===== config.mk =====
export PLATFORM = sky130hd
export DESIGN_NAME = spi_dcx_link
export DESIGN_NICKNAME = d
export VERILOG_FILES = /design/src/rtl/spi_dcx_pkg.sv /design/src/rtl/spi_dcx_decode.sv /design/src/rtl/spi_dcx_shifter.sv /design/src/rtl/spi_dcx_realign.sv /design/src/rtl/spi_dcx_link.sv
export SDC_FILE = /design/constraint.sdc
export NUM_CORES = 1
export LEC_CHECK = 0
export ABC_AREA = 1
export BUFFER_PORTS_ARGS = -buffer_cell sky130_fd_sc_hd__buf_2
export CELL_PAD_IN_SITES_DETAIL_PLACEMENT = 0
export CELL_PAD_IN_SITES_GLOBAL_PLACEMENT = 1
export CORE_UTILIZATION = 43
export DETAILED_ROUTE_END_ITERATION = 7
export GPL_ROUTABILITY_DRIVEN = 1
export GPL_TIMING_DRIVEN = 0
export HOLD_SLACK_MARGIN = 0.1
export PLACE_DENSITY = 0.91
export SLEW_MARGIN = 30
export SYNTH_ARGS = -nofsm -noshare
export SYNTH_HDL_FRONTEND = slang
export SYNTH_HIERARCHICAL = 1
export SYNTH_SLANG_ARGS = --single-unit

===== constraint.sdc =====
create_clock -name clk -period 2.3 [get_ports clk]
set_input_delay 0.23 -clock clk [delete_from_list [all_inputs] [get_ports clk]]
set_output_delay 0.23 -clock clk [all_outputs]
set_load 0.02 [all_outputs]

===== src/rtl/spi_dcx_pkg.sv =====
package spi_dcx_pkg;

  localparam logic [7:0] OP_DISP_ID   = 8'h04;
  localparam logic [7:0] OP_DISP_STAT = 8'h09;
  localparam logic [7:0] OP_PWR_MODE  = 8'h0A;

  localparam logic [7:0] PWR_KEEP_MASK  = 8'h7C;
  localparam logic [7:0] PWR_ON_PATTERN = 8'h1C;

  typedef enum logic [2:0] {
    ST_IDLE,
    ST_CMD,
    ST_PWAIT,
    ST_PARAM,
    ST_RWAIT,
    ST_RESP
  } link_state_t;

  function automatic logic pwr_is_on(input logic [7:0] b);
    return (b & PWR_KEEP_MASK) == PWR_ON_PATTERN;
  endfunction

  function automatic int unsigned umin(input int unsigned a, input int unsigned b);
    return (a < b) ? a : b;
  endfunction

  function automatic int unsigned umax(input int unsigned a, input int unsigned b);
    return (a > b) ? a : b;
  endfunction

  // clock cycles per SCLK half period, rounded up so the rate never exceeds f
  function automatic int unsigned half_cycles(input int unsigned clk_hz, input int unsigned f_hz);
    longint unsigned den;
    longint unsigned q;
    if (f_hz == 0) return 1;
    den = 2 * longint'(f_hz);
    q = (longint'(clk_hz) + den - 1) / den;
    return (q == 0) ? 1 : int'(q);
  endfunction

endpackage


===== src/rtl/spi_dcx_decode.sv =====
module spi_dcx_decode #(
  parameter int unsigned LEN_W = 8
) (
  input  logic [7:0]       code,
  input  logic [LEN_W-1:0] len,
  output logic             is_rd,
  output logic             needs_dummy,
  output logic             len_ok,
  output logic             is_pwr
);
  import spi_dcx_pkg::*;

  always_comb begin
    case (code)
      8'h04, 8'h06, 8'h07, 8'h08, 8'h09, 8'h0A, 8'h0B, 8'h0C,
      8'h0D, 8'h0E, 8'h0F, 8'h2E, 8'h3E, 8'h45, 8'h52, 8'h54,
      8'h56, 8'h5F, 8'hA1, 8'hA8: is_rd = 1'b1;
      default:                    is_rd = 1'b0;
    endcase
  end

  assign needs_dummy = (code == OP_DISP_ID) || (code == OP_DISP_STAT);
  assign is_pwr      = (code == OP_PWR_MODE);

  always_comb begin
    if (!is_rd)
      len_ok = 1'b1;
    else if (len == '0)
      len_ok = 1'b0;
    else if (needs_dummy)
      len_ok = (len == LEN_W'(3)) || (len == LEN_W'(4));
    else
      len_ok = 1'b1;
  end

endmodule


===== src/rtl/spi_dcx_shifter.sv =====
module spi_dcx_shifter #(
  parameter int unsigned HW = 6
) (
  input  logic          clk,
  input  logic          rst_n,
  input  logic          start,
  input  logic [7:0]    tx_byte,
  input  logic [HW-1:0] half_len,
  input  logic          miso,
  output logic          done,
  output logic [7:0]    rx_byte,
  output logic          sclk,
  output logic          mosi
);
  logic          busy;
  logic          hi;
  logic [HW-1:0] cnt;
  logic [2:0]    bitn;
  logic [7:0]    tx_sh;
  logic [7:0]    rx_sh;

  always_ff @(posedge clk or negedge rst_n) begin
    if (!rst_n) begin
      busy  <= 1'b0;
      hi    <= 1'b0;
      cnt   <= '0;
      bitn  <= '0;
      tx_sh <= '0;
      rx_sh <= '0;
      done  <= 1'b0;
    end else begin
      done <= 1'b0;
      if (!busy) begin
        if (start) begin
          busy  <= 1'b1;
          tx_sh <= tx_byte;
          bitn  <= '0;
          hi    <= 1'b0;
          cnt   <= '0;
        end
      end else if (cnt == half_len - HW'(1)) begin
        cnt <= '0;
        if (!hi) begin
          hi    <= 1'b1;
          rx_sh <= {rx_sh[6:0], miso};
        end else begin
          hi <= 1'b0;
          if (bitn == 3'd7) begin
            busy <= 1'b0;
            done <= 1'b1;
          end else begin
            bitn  <= bitn + 3'd1;
            tx_sh <= {tx_sh[6:0], 1'b0};
          end
        end
      end else begin
        cnt <= cnt + HW'(1);
      end
    end
  end

  assign sclk    = hi;
  assign mosi    = tx_sh[7];
  assign rx_byte = rx_sh;

endmodule


===== src/rtl/spi_dcx_realign.sv =====
module spi_dcx_realign (
  input  logic       clk,
  input  logic       rst_n,
  input  logic       clear,
  input  logic       dummy,
  input  logic       in_stb,
  input  logic [7:0] in_byte,
  output logic       out_stb,
  output logic [7:0] out_byte
);
  logic [6:0] prev_lo;
  logic       first;

  always_ff @(posedge clk or negedge rst_n) begin
    if (!rst_n) begin
      prev_lo <= '0;
      first   <= 1'b1;
    end else if (clear) begin
      first <= 1'b1;
    end else if (in_stb) begin
      first   <= 1'b0;
      prev_lo <= in_byte[6:0];
    end
  end

  // dummy-clock replies: the first captured byte only seeds the merge
  assign out_stb  = in_stb && !(dummy && first);
  assign out_byte = dummy ? {prev_lo, in_byte[7]} : in_byte;

endmodule


===== src/rtl/spi_dcx_link.sv =====
module spi_dcx_link #(
  parameter int unsigned CLK_HZ      = 125_000_000,
  parameter int unsigned LINK_MAX_HZ = 25_000_000,
  parameter int unsigned CMD_CAP_HZ  = 10_000_000,
  parameter int unsigned READ_CAP_HZ = 2_000_000,
  parameter int unsigned LEN_W       = 8,
  parameter int unsigned SHORT_MAX   = 64
) (
  input  logic             clk,
  input  logic             rst_n,
  input  logic             cmd_valid,
  output logic             cmd_ready,
  input  logic [7:0]       cmd_code,
  input  logic [LEN_W-1:0] cmd_len,
  input  logic             wr_valid,
  output logic             wr_ready,
  input  logic [7:0]       wr_data,
  output logic             rd_valid,
  input  logic             rd_ready,
  output logic [7:0]       rd_data,
  output logic             done,
  output logic             err,
  output logic             disp_on,
  output logic             disp_on_vld,
  output logic             spi_sclk,
  output logic             spi_cs_n,
  output logic             spi_mosi,
  input  logic             spi_miso,
  output logic             spi_dcx
);
  import spi_dcx_pkg::*;

  localparam int unsigned CMD_HZ    = umin(CMD_CAP_HZ, LINK_MAX_HZ);
  localparam int unsigned RD_HZ     = umin(READ_CAP_HZ, LINK_MAX_HZ / 2);
  localparam int unsigned HALF_CMD  = half_cycles(CLK_HZ, CMD_HZ);
  localparam int unsigned HALF_FAST = half_cycles(CLK_HZ, LINK_MAX_HZ);
  localparam int unsigned HALF_RD   = half_cycles(CLK_HZ, RD_HZ);
  localparam int unsigned HALF_MAX  = umax(HALF_RD, umax(HALF_CMD, HALF_FAST));
  localparam int unsigned HW        = $clog2(HALF_MAX + 1);
  localparam int unsigned RW        = LEN_W + 1;

  link_state_t   state;
  logic [RW-1:0] rem;
  logic          rd_mode, dummy_mode, pm_mode, fast_param;
  logic [HW-1:0] half_sel;
  logic          cs_n_q, dcx_q, done_q, err_q;
  logic          start_q;
  logic [7:0]    tx_q;
  logic          rd_valid_q;
  logic [7:0]    rd_data_q;
  logic          pwr_on_q, pwr_vld_q;

  logic dec_rd, dec_dummy, dec_len_ok, dec_pwr;
  logic sh_done;
  logic [7:0] sh_rx;
  logic ra_stb;
  logic [7:0] ra_byte;
  logic accept, take_wr, rd_take, long_req;

  spi_dcx_decode #(.LEN_W(LEN_W)) dec_i (
    .code        (cmd_code),
    .len         (cmd_len),
    .is_rd       (dec_rd),
    .needs_dummy (dec_dummy),
    .len_ok      (dec_len_ok),
    .is_pwr      (dec_pwr)
  );

  spi_dcx_shifter #(.HW(HW)) sh_i (
    .clk      (clk),
    .rst_n    (rst_n),
    .start    (start_q),
    .tx_byte  (tx_q),
    .half_len (half_sel),
    .miso     (spi_miso),
    .done     (sh_done),
    .rx_byte  (sh_rx),
    .sclk     (spi_sclk),
    .mosi     (spi_mosi)
  );

  spi_dcx_realign ra_i (
    .clk      (clk),
    .rst_n    (rst_n),
    .clear    (accept),
    .dummy    (dummy_mode),
    .in_stb   (sh_done && (state == ST_RESP)),
    .in_byte  (sh_rx),
    .out_stb  (ra_stb),
    .out_byte (ra_byte)
  );

  assign cmd_ready = (state == ST_IDLE) && !rd_valid_q;
  assign wr_ready  = (state == ST_PWAIT);
  assign accept    = cmd_valid && cmd_ready;
  assign take_wr   = wr_valid && wr_ready;
  assign rd_take   = rd_valid_q && rd_ready;
  assign long_req  = {{(32-LEN_W){1'b0}}, cmd_len} > 32'(SHORT_MAX);

  always_ff @(posedge clk or negedge rst_n) begin
    if (!rst_n) begin
      state      <= ST_IDLE;
      rem        <= '0;
      rd_mode    <= 1'b0;
      dummy_mode <= 1'b0;
      pm_mode    <= 1'b0;
      fast_param <= 1'b0;
      half_sel   <= HW'(HALF_CMD);
      cs_n_q     <= 1'b1;
      dcx_q      <= 1'b0;
      done_q     <= 1'b0;
      err_q      <= 1'b0;
      start_q    <= 1'b0;
      tx_q       <= '0;
      rd_valid_q <= 1'b0;
      rd_data_q  <= '0;
      pwr_on_q   <= 1'b0;
      pwr_vld_q  <= 1'b0;
    end else begin
      start_q <= 1'b0;
      done_q  <= 1'b0;
      err_q   <= 1'b0;

      if (rd_take) rd_valid_q <= 1'b0;
      if (ra_stb) begin
        rd_valid_q <= 1'b1;
        rd_data_q  <= ra_byte;
        if (pm_mode) begin
          pwr_on_q  <= pwr_is_on(ra_byte);
          pwr_vld_q <= 1'b1;
          pm_mode   <= 1'b0;
        end
      end

      case (state)
        ST_IDLE: begin
          if (accept) begin
            if (dec_rd && !dec_len_ok) begin
              err_q <= 1'b1;
            end else begin
              cs_n_q     <= 1'b0;
              dcx_q      <= 1'b0;
              start_q    <= 1'b1;
              tx_q       <= cmd_code;
              rd_mode    <= dec_rd;
              dummy_mode <= dec_rd && dec_dummy;
              pm_mode    <= dec_rd && dec_pwr;
              fast_param <= long_req;
              half_sel   <= dec_rd ? HW'(HALF_RD) : HW'(HALF_CMD);
              rem        <= {1'b0, cmd_len} + RW'(dec_rd && dec_dummy);
              state      <= ST_CMD;
            end
          end
        end
        ST_CMD: begin
          if (sh_done) begin
            if (rd_mode) begin
              state <= ST_RWAIT;
            end else if (rem == '0) begin
              cs_n_q <= 1'b1;
              done_q <= 1'b1;
              state  <= ST_IDLE;
            end else begin
              half_sel <= fast_param ? HW'(HALF_FAST) : HW'(HALF_CMD);
              state    <= ST_PWAIT;
            end
          end
        end
        ST_PWAIT: begin
          if (take_wr) begin
            dcx_q   <= 1'b1;
            tx_q    <= wr_data;
            start_q <= 1'b1;
            rem     <= rem - RW'(1);
            state   <= ST_PARAM;
          end
        end
        ST_PARAM: begin
          if (sh_done) begin
            if (rem == '0) begin
              cs_n_q <= 1'b1;
              dcx_q  <= 1'b0;
              done_q <= 1'b1;
              state  <= ST_IDLE;
            end else begin
              state <= ST_PWAIT;
            end
          end
        end
        ST_RWAIT: begin
          if (!rd_valid_q) begin
            tx_q    <= 8'h00;
            start_q <= 1'b1;
            rem     <= rem - RW'(1);
            state   <= ST_RESP;
          end
        end
        ST_RESP: begin
          if (sh_done) begin
            if (rem == '0) begin
              cs_n_q <= 1'b1;
              done_q <= 1'b1;
              state  <= ST_IDLE;
            end else begin
              state <= ST_RWAIT;
            end
          end
        end
        default: state <= ST_IDLE;
      endcase
    end
  end

  assign spi_cs_n    = cs_n_q;
  assign spi_dcx     = dcx_q;
  assign done        = done_q;
  assign err         = err_q;
  assign rd_valid    = rd_valid_q;
  assign rd_data     = rd_data_q;
  assign disp_on     = pwr_on_q;
  assign disp_on_vld = pwr_vld_q;

endmodule


-- Word-level counts from Yosys, hierarchy flattened
Cells that the tools add are included.
- register bits: 82
- input port bits: 30
- output and inout port bits: 19
- logic and storage cells: 209
- add/subtract/negate cells: 5
- magnitude comparators: 1
- equality and inequality tests: 44
- mux-type cells: 92
- bitwise logic cells: 3
- reduce and logical (&&, ||, !) cells: 38
- operators with widths (cell ; count):
    8-bit 2-to-1 mux ; 10
    8-bit by 4-bit == test with 1-bit output, second input constant ; 8
    6-bit 2-to-1 mux ; 9
    1-bit 2-to-1 mux ; 45
    3-bit 2-to-1 mux ; 15
    8-bit by 7-bit == test with 1-bit output, second input constant ; 5
    9-bit 2-to-1 mux ; 4
    8-bit by 3-bit == test with 1-bit output, second input constant ; 4
    9-bit one-hot mux with 3 select lines ; 1
    8-bit one-hot mux with 3 select lines ; 1
    20-bit OR reduction ; 1
    2-bit inequality test, second input constant ; 9
    3-bit one-hot mux with 6 select lines ; 1
    6-bit AND reduction ; 3
    8-bit by 6-bit == test with 1-bit output, second input constant ; 2
    8-bit == test, second input constant ; 2
    6-bit one-hot mux with 2 select lines ; 1
    1-bit logical AND ; 10
    2-bit by 1-bit inequality test with 1-bit output, second input constant ; 5
    8-bit by 1-bit adder with 9-bit output ; 1
    3-bit == test, second input constant ; 3
    9-bit logical NOT ; 1
    1-bit one-hot mux with 3 select lines ; 3
    3-bit nonzero test ; 3
    other kinds (24) ; 36

-- Longest topological paths before layout
- depth in word-level cells: 10
- mapped depth: 19
- depth with buffers taken out: 18

-- By module
The synthesis kept the hierarchy.
- by module, submodules not included (module ; instances ; cells an instance ; area an instance (sq um) ; seq. area each (sq um)):
    spi_dcx_link ; 1 ; 354 ; 2481.1 ; 1079.8
    spi_dcx_shifter ; 1 ; 197 ; 1536.5 ; 700.7
    spi_dcx_realign ; 1 ; 59 ; 430.4 ; 201.4
    spi_dcx_decode ; 1 ; 73 ; 314.1 ; 0.0

-- Least setup slack after synthesis
No wires, ideal clock.
- kind: input port to flip-flop
- start point: input cmd_code[2]
- end point: register rem[4]
- library setup time: 0.121 ns
- data arrival time: 1.850 ns
- required time: 2.179 ns
- slack: 0.329 ns
- cell stages on the path: 17
- path through: buf_6 -> inv_1 -> nor2_2 -> nand2_2 -> nand2_1 -> nand2_1 -> nand3_1 -> or2_1 -> nand2_1 -> inv_1 -> ha_1 -> ha_1 -> nand3_1 -> xor2_1 -> o21ai_0 -> nand2_1 -> o21ai_1
- elaborated cells between the ends (all ways): 35
- classes of those cells: 1 x add/sub; 21 x eq/ne; 7 x mux; 6 x reduce/logical
- RTL lines (what ; RTL line ; source):
    start: declaration ; spi_dcx_link.sv:13 ; input logic [7:0] cmd_code,
    8-bit by 4-bit == test with 1-bit output (tied with other cells) ; spi_dcx_decode.sv:14 ; case (code)
    20-bit OR reduction * ; spi_dcx_decode.sv:14 ;
    1-bit 2-to-1 mux * ; spi_dcx_decode.sv:14 ;
    via dec_rd ; spi_dcx_link.sv:53 ; logic dec_rd, dec_dummy, dec_len_ok, dec_pwr;
    1-bit logical AND or 1-bit 2-to-1 mux (tied branches) ; spi_dcx_link.sv:150, spi_dcx_decode.sv:26 ;
    8-bit by 1-bit adder with 9-bit output or 1-bit logical NOT (tied branches) ; spi_dcx_link.sv:150, spi_dcx_link.sv:138 ;
    9-bit 2-to-1 mux or 1-bit logical AND (tied branches) ; spi_dcx_link.sv:138 ; if (dec_rd && !dec_len_ok) begin
    9-bit 2-to-1 mux or 2-bit inequality test (tied branches) ; - ;
    9-bit one-hot mux with 3 select lines or 5-bit AND reduction (tied branches) ; - ;
    end signal: assignment ; spi_dcx_link.sv:150 ; rem <= {1'b0, cmd_len} + RW'(dec_rd && dec_dummy);
    end signal: assignment ; spi_dcx_link.sv:174 ; rem <= rem - RW'(1);
    end signal: assignment ; spi_dcx_link.sv:194 ; rem <= rem - RW'(1);
    end: declaration ; spi_dcx_link.sv:43 ; logic [RW-1:0] rem;
Mark *: on every way through the listed nets, which the timed path passes. The rest lies on a longest branch. The select of a mux whose other input is x is not followed.
A chain may end at the register's enable or synchronous reset.

-- Final worst setup path
- start point: register half_sel[1]
- end point: register sh_i.bitn[2]
- longest elaborated chain between the ends: 4
- RTL lines (what ; RTL line ; source):
    start: declaration ; spi_dcx_link.sv:45 ; logic [HW-1:0] half_sel;
    start signal: assignment ; spi_dcx_link.sv:108 ; half_sel <= HW'(HALF_CMD);
    start signal: assignment ; spi_dcx_link.sv:149 ; half_sel <= dec_rd ? HW'(HALF_RD) : HW'(HALF_CMD);
    start signal: assignment ; spi_dcx_link.sv:164 ; half_sel <= fast_param ? HW'(HALF_FAST) : HW'(HALF_CMD);
    6-bit by 1-bit subtractor with 6-bit output ; spi_dcx_shifter.sv:41 ; end else if (cnt == half_len - HW'(1)) begin
    6-bit == test ; spi_dcx_shifter.sv:41 ;
    2-bit inequality test (no source line) ; - ;
    4-bit AND reduction (no source line) ; - ;
    end signal: assignment ; spi_dcx_shifter.sv:52 ; bitn <= bitn + 3'd1;
    end: declaration ; spi_dcx_shifter.sv:18 ; logic [2:0] bitn;
No other way between the ends.

==> metrics.log <==
INFO  metric status = finished, final reports clean
INFO  metric power.share.combinational = 0.440
INFO  metric finalNetCount = 789
INFO  metric drv_slew = 0
INFO  metric core.rowCount = 38
INFO  metric grt_pass1_wl = 19.1 mm
INFO  metric synth.yosys.seq_area_share = 0.416
INFO  metric wl_met1 = 5.43 mm
INFO  metric mappedNetlistArea = 4760 sq um
INFO  metric drt.antenna.violating_nets = 0
INFO  metric placeableCoreArea = 10800 sq um
INFO  metric wl_met3 = 273 microns
INFO  metric initial_core_util = 0.441
INFO  metric ys_flop_type = dfrtp_1
INFO  metric drt_drc_violations_left = 0
INFO  metric yosys-top-cells-area = dfrtp_1, nand2_1, nand3_1, inv_1, nor2_1
INFO  metric dieWidth = 107 microns
INFO  metric finalWeightedCongestion = 0.872
INFO  metric period_share = 0.935
INFO  metric switching_power = 2.33 mW
INFO  metric clkLatencyLatePin = 0.35 ns
INFO  metric finalNonFillerCells = 898
INFO  metric chipHeight = 107 microns
INFO  metric synth_top_area_frac = 0.394
INFO  metric postSynthCellCount = 683
INFO  metric vias_per_cell = 4.93
INFO  metric final_period_minus_worst_setup_slack = 2.15 ns
INFO  metric initial_antenna_violation_count = 1
INFO  metric depth_of_the_worst_register_to_register_path = 11
INFO  metric max-vdd-ir-drop = 0.360 mV
INFO  metric detail_route.iter0.violations = 196
INFO  metric drt_first_pass_iters = 6
INFO  metric detailroute.wirelength.met2 = 5.26 mm
INFO  metric fin_worst_skew = 0.00795 ns
INFO  metric cts.sink_count = 79
INFO  metric io_pins = 49
INFO  metric worstSetupEndpointType = flip-flop
INFO  metric num-fill-cells = 1060
INFO  metric hold_depth = 3
INFO  metric drt-wirelength-per-cell = 12.4 microns
INFO  metric crit_path_depth = 11
INFO  metric cts_buffer_depth = 2
INFO  metric placedCellCount = 877
INFO  metric synth_common_cells = nand2_1, dfrtp_1, inv_1
INFO  metric final-seq-area = 1980 sq um
INFO  metric critPathBufInv = 2
INFO  metric fin_tns_setup = 0 ns
INFO  metric power_per_cell_area = 978 nW/um^2
INFO  metric areaGrowthSynthToFinish = 14.4%
INFO  metric number_of_global_route_vias_before_repair = 4194
INFO  metric detailed_route_wl = 11.1 mm
INFO  metric cp_slowest_cell = dfstp_2
INFO  metric grt_start_max_net_pins = 43
INFO  metric synth.most_common_cell = nand2_1
INFO  metric hpwl_after_dpl = 8.51 mm
INFO  metric grt_setup_unrepaired = false
INFO  metric final_layout_size_suffix_gt1_frac = 0.155
INFO  metric clock_power_share = 0.170
INFO  metric critPathRequiredTime = 2.56 ns
INFO  metric final_hold_viol_count = 0
INFO  metric topRoutingLayerUsed = met4
INFO  metric clkTransAtPathRegs = 0.08 ns
INFO  metric vias = 4429
INFO  metric grt_overflow_total = 0
INFO  metric leakagePower = 3.01 nW
INFO  metric yosys_warnings = 6
INFO  metric floorplan.die_area = 11500 sq um
INFO  metric crit_path_max_incr_delay = 0.60 ns
INFO  metric number_of_h_tree_levels = 3
INFO  metric ys_async_sr_fraction = 1.00
INFO  metric synth-edff-count = 0
INFO  metric tritoncts = built
INFO  metric sw_frac_of_total = 0.437
INFO  metric tritoncts.num_buffers = 9
INFO  metric synth_top_cell_by_area = dfrtp_1
INFO  metric kind_of_start_point_of_the_critical_path = flip-flop
INFO  metric p_seq_frac = 0.390
INFO  metric place.port_buffers = 48
INFO  metric netlist-cell-type-count = 41
INFO  metric syn_avg_cell_area = 6.97 sq um
INFO  metric finalHoldWorstSlack = 0.133 ns
INFO  metric total_power_consumption = 5.33 mW
INFO  metric cp_data_arrival_time = 2.41 ns
INFO  metric worst_setup_path_category = reg -> reg
INFO  metric timing.max_cap.violations = 0
INFO  metric setup-violations-final = 0
INFO  metric top_fanout_value_on_the_critical_path = 10
INFO  metric multi_input_comb_area = 2390 sq um
INFO  metric timing.critical_path.cells = inv_1, ha_1, xor2_1, nand3_1, nor2_2, nand3_2, nand2_4, nand3_2, buf_6, nand2_1, nand2_1
INFO  metric hold_path.class = in -> reg
INFO  metric fmaxAchievable = 465 MHz
INFO  metric internal_power = 3.00 mW
INFO  metric synth_register_bits = 79
INFO  metric worst_path_dominant_cell_family = simple AND/OR/NAND/NOR gates
INFO  metric grt.total_usage = 0.210
INFO  metric root_buffer = clkbuf_8
[worst register-to-register path, stage by stage (launching register included)]
cell and delay, ns:
dfstp_2 0.60, inv_1 0.11, ha_1 0.32, xor2_1 0.13, nand3_1 0.09, nor2_2 0.13
nand3_2 0.17, nand2_4 0.16, nand3_2 0.09, buf_6 0.15, nand2_1 0.06, nand2_1 0.04
[cell type report]
class                      count  area share
tap                          140      0.0321
sequential                    79       0.364
inverter                      79      0.0560
buffer                        15      0.0218
antenna                        1    0.000459
clock buffer                  11      0.0241
multi-input combinational    515       0.438
timing repair buffer          53      0.0572
clock inverter                 5     0.00620
[through the flow]
step / area (sq um) / worst slack, ns / utilization
5_1_grt: 5450 / 0.00198 / 0.505
4_1_cts: 5430 / 0.0459 / 0.503
3_3_place_gp: 5200 / -0.177 / 0.481
2_1_floorplan: 4780 / 0.329 / -
6_report: 5450 / 0.148 / 0.505
3_5_place_dp: 5230 / -0.191 / 0.485
[path summary, 6_finish.rpt]
check / startpoint / endpoint / slack [ns]
max in group asynchronous: rst_n / spi_cs_n / 1.36
hold reg to reg: ra_i/prev_lo[6] / ra_i/prev_lo[6] / 0.47
setup reg to reg: half_sel[1] / sh_i/bitn[2] / 0.15
min in group asynchronous: rst_n / sh_i/tx_sh[7] / 0.34
hold / removal: wr_valid / spi_dcx / 0.13
setup / recovery: half_sel[1] / sh_i/bitn[2] / 0.15
[power by group through the flow]
| stage | Clock [mW] | Sequential [mW] | Combinational, mW |
|---|---|---|---|
| floorplan | 0 | 2.04 | 1.80 |
| global route | 0.989 | 2.13 | 2.72 |
| global placement | 0 | 2.09 | 2.26 |
| CTS | 0.937 | 2.08 | 2.34 |
| detailed placement | 0 | 2.10 | 2.33 |
| finish | 0.908 | 2.08 | 2.34 |
[placed cells by master, fill, tap and decap left out, types with 3 or more instances in the layout]
cell type / instances
buf_4: 4
clkbuf_1: 3
nand2_4: 3
dfstp_2: 4
nand4_1: 14
inv_2: 6
xor2_1: 7
nand2_2: 7
a21oi_1: 6
buf_2: 50
dlygate4sd3_1: 3
xnor2_1: 3
nand2_1: 281
clkinvlp_4: 3
dfrtp_1: 75
clkbuf_8: 9
nor2_1: 47
ha_1: 7
nor3_1: 4
nor2_2: 7
o21ai_0: 30
buf_6: 7
o22ai_1: 4
conb_1: 6
o21ai_1: 7
nand3_1: 63
inv_1: 70
[state kept, by name (all words and copies together), names as in the netlist, 3 cells and up]
| name | count |
|---|---|
| ra_i/prev_lo | 7 |
| rem | 9 |
| tx_q | 8 |
| sh_i/bitn | 3 |
| state | 3 |
| sh_i/rx_byte | 8 |
| sh_i/tx_sh | 8 |
| sh_i/cnt | 6 |
| rd_data | 8 |
| half_sel | 3 |
[metal layers]
layer,vias up,track usage
met1,2078,0.289
met5,-,0
met4,0,0.0656
li1,2277,-
met3,15,0.0377
met2,59,0.336
[kinds of logic after synthesis]
group           Yosys count  synth area share
compound gates           52            0.0583
xor+xnor                 10            0.0184
fa+ha+maj                 7            0.0184
buf+inv                  94            0.0878
flops                    79             0.416
mux                       1           0.00210
other cells               1          0.000787
simple gates            439             0.398
[timing repair]
| action | in CTS | in global routing |
|---|---|---|
| gates cloned | 0 | 0 |
| hold buffers | 3 | 0 |
| setup endpoints to repair | 8 | 20 |
| gates resized for setup | 1 | 6 |
| endpoints found under the hold margin | 39 | 0 |
| pin swaps | 0 | 0 |
| buffers inserted | 0 | 1 |
(Power assumes the default switching activity.)
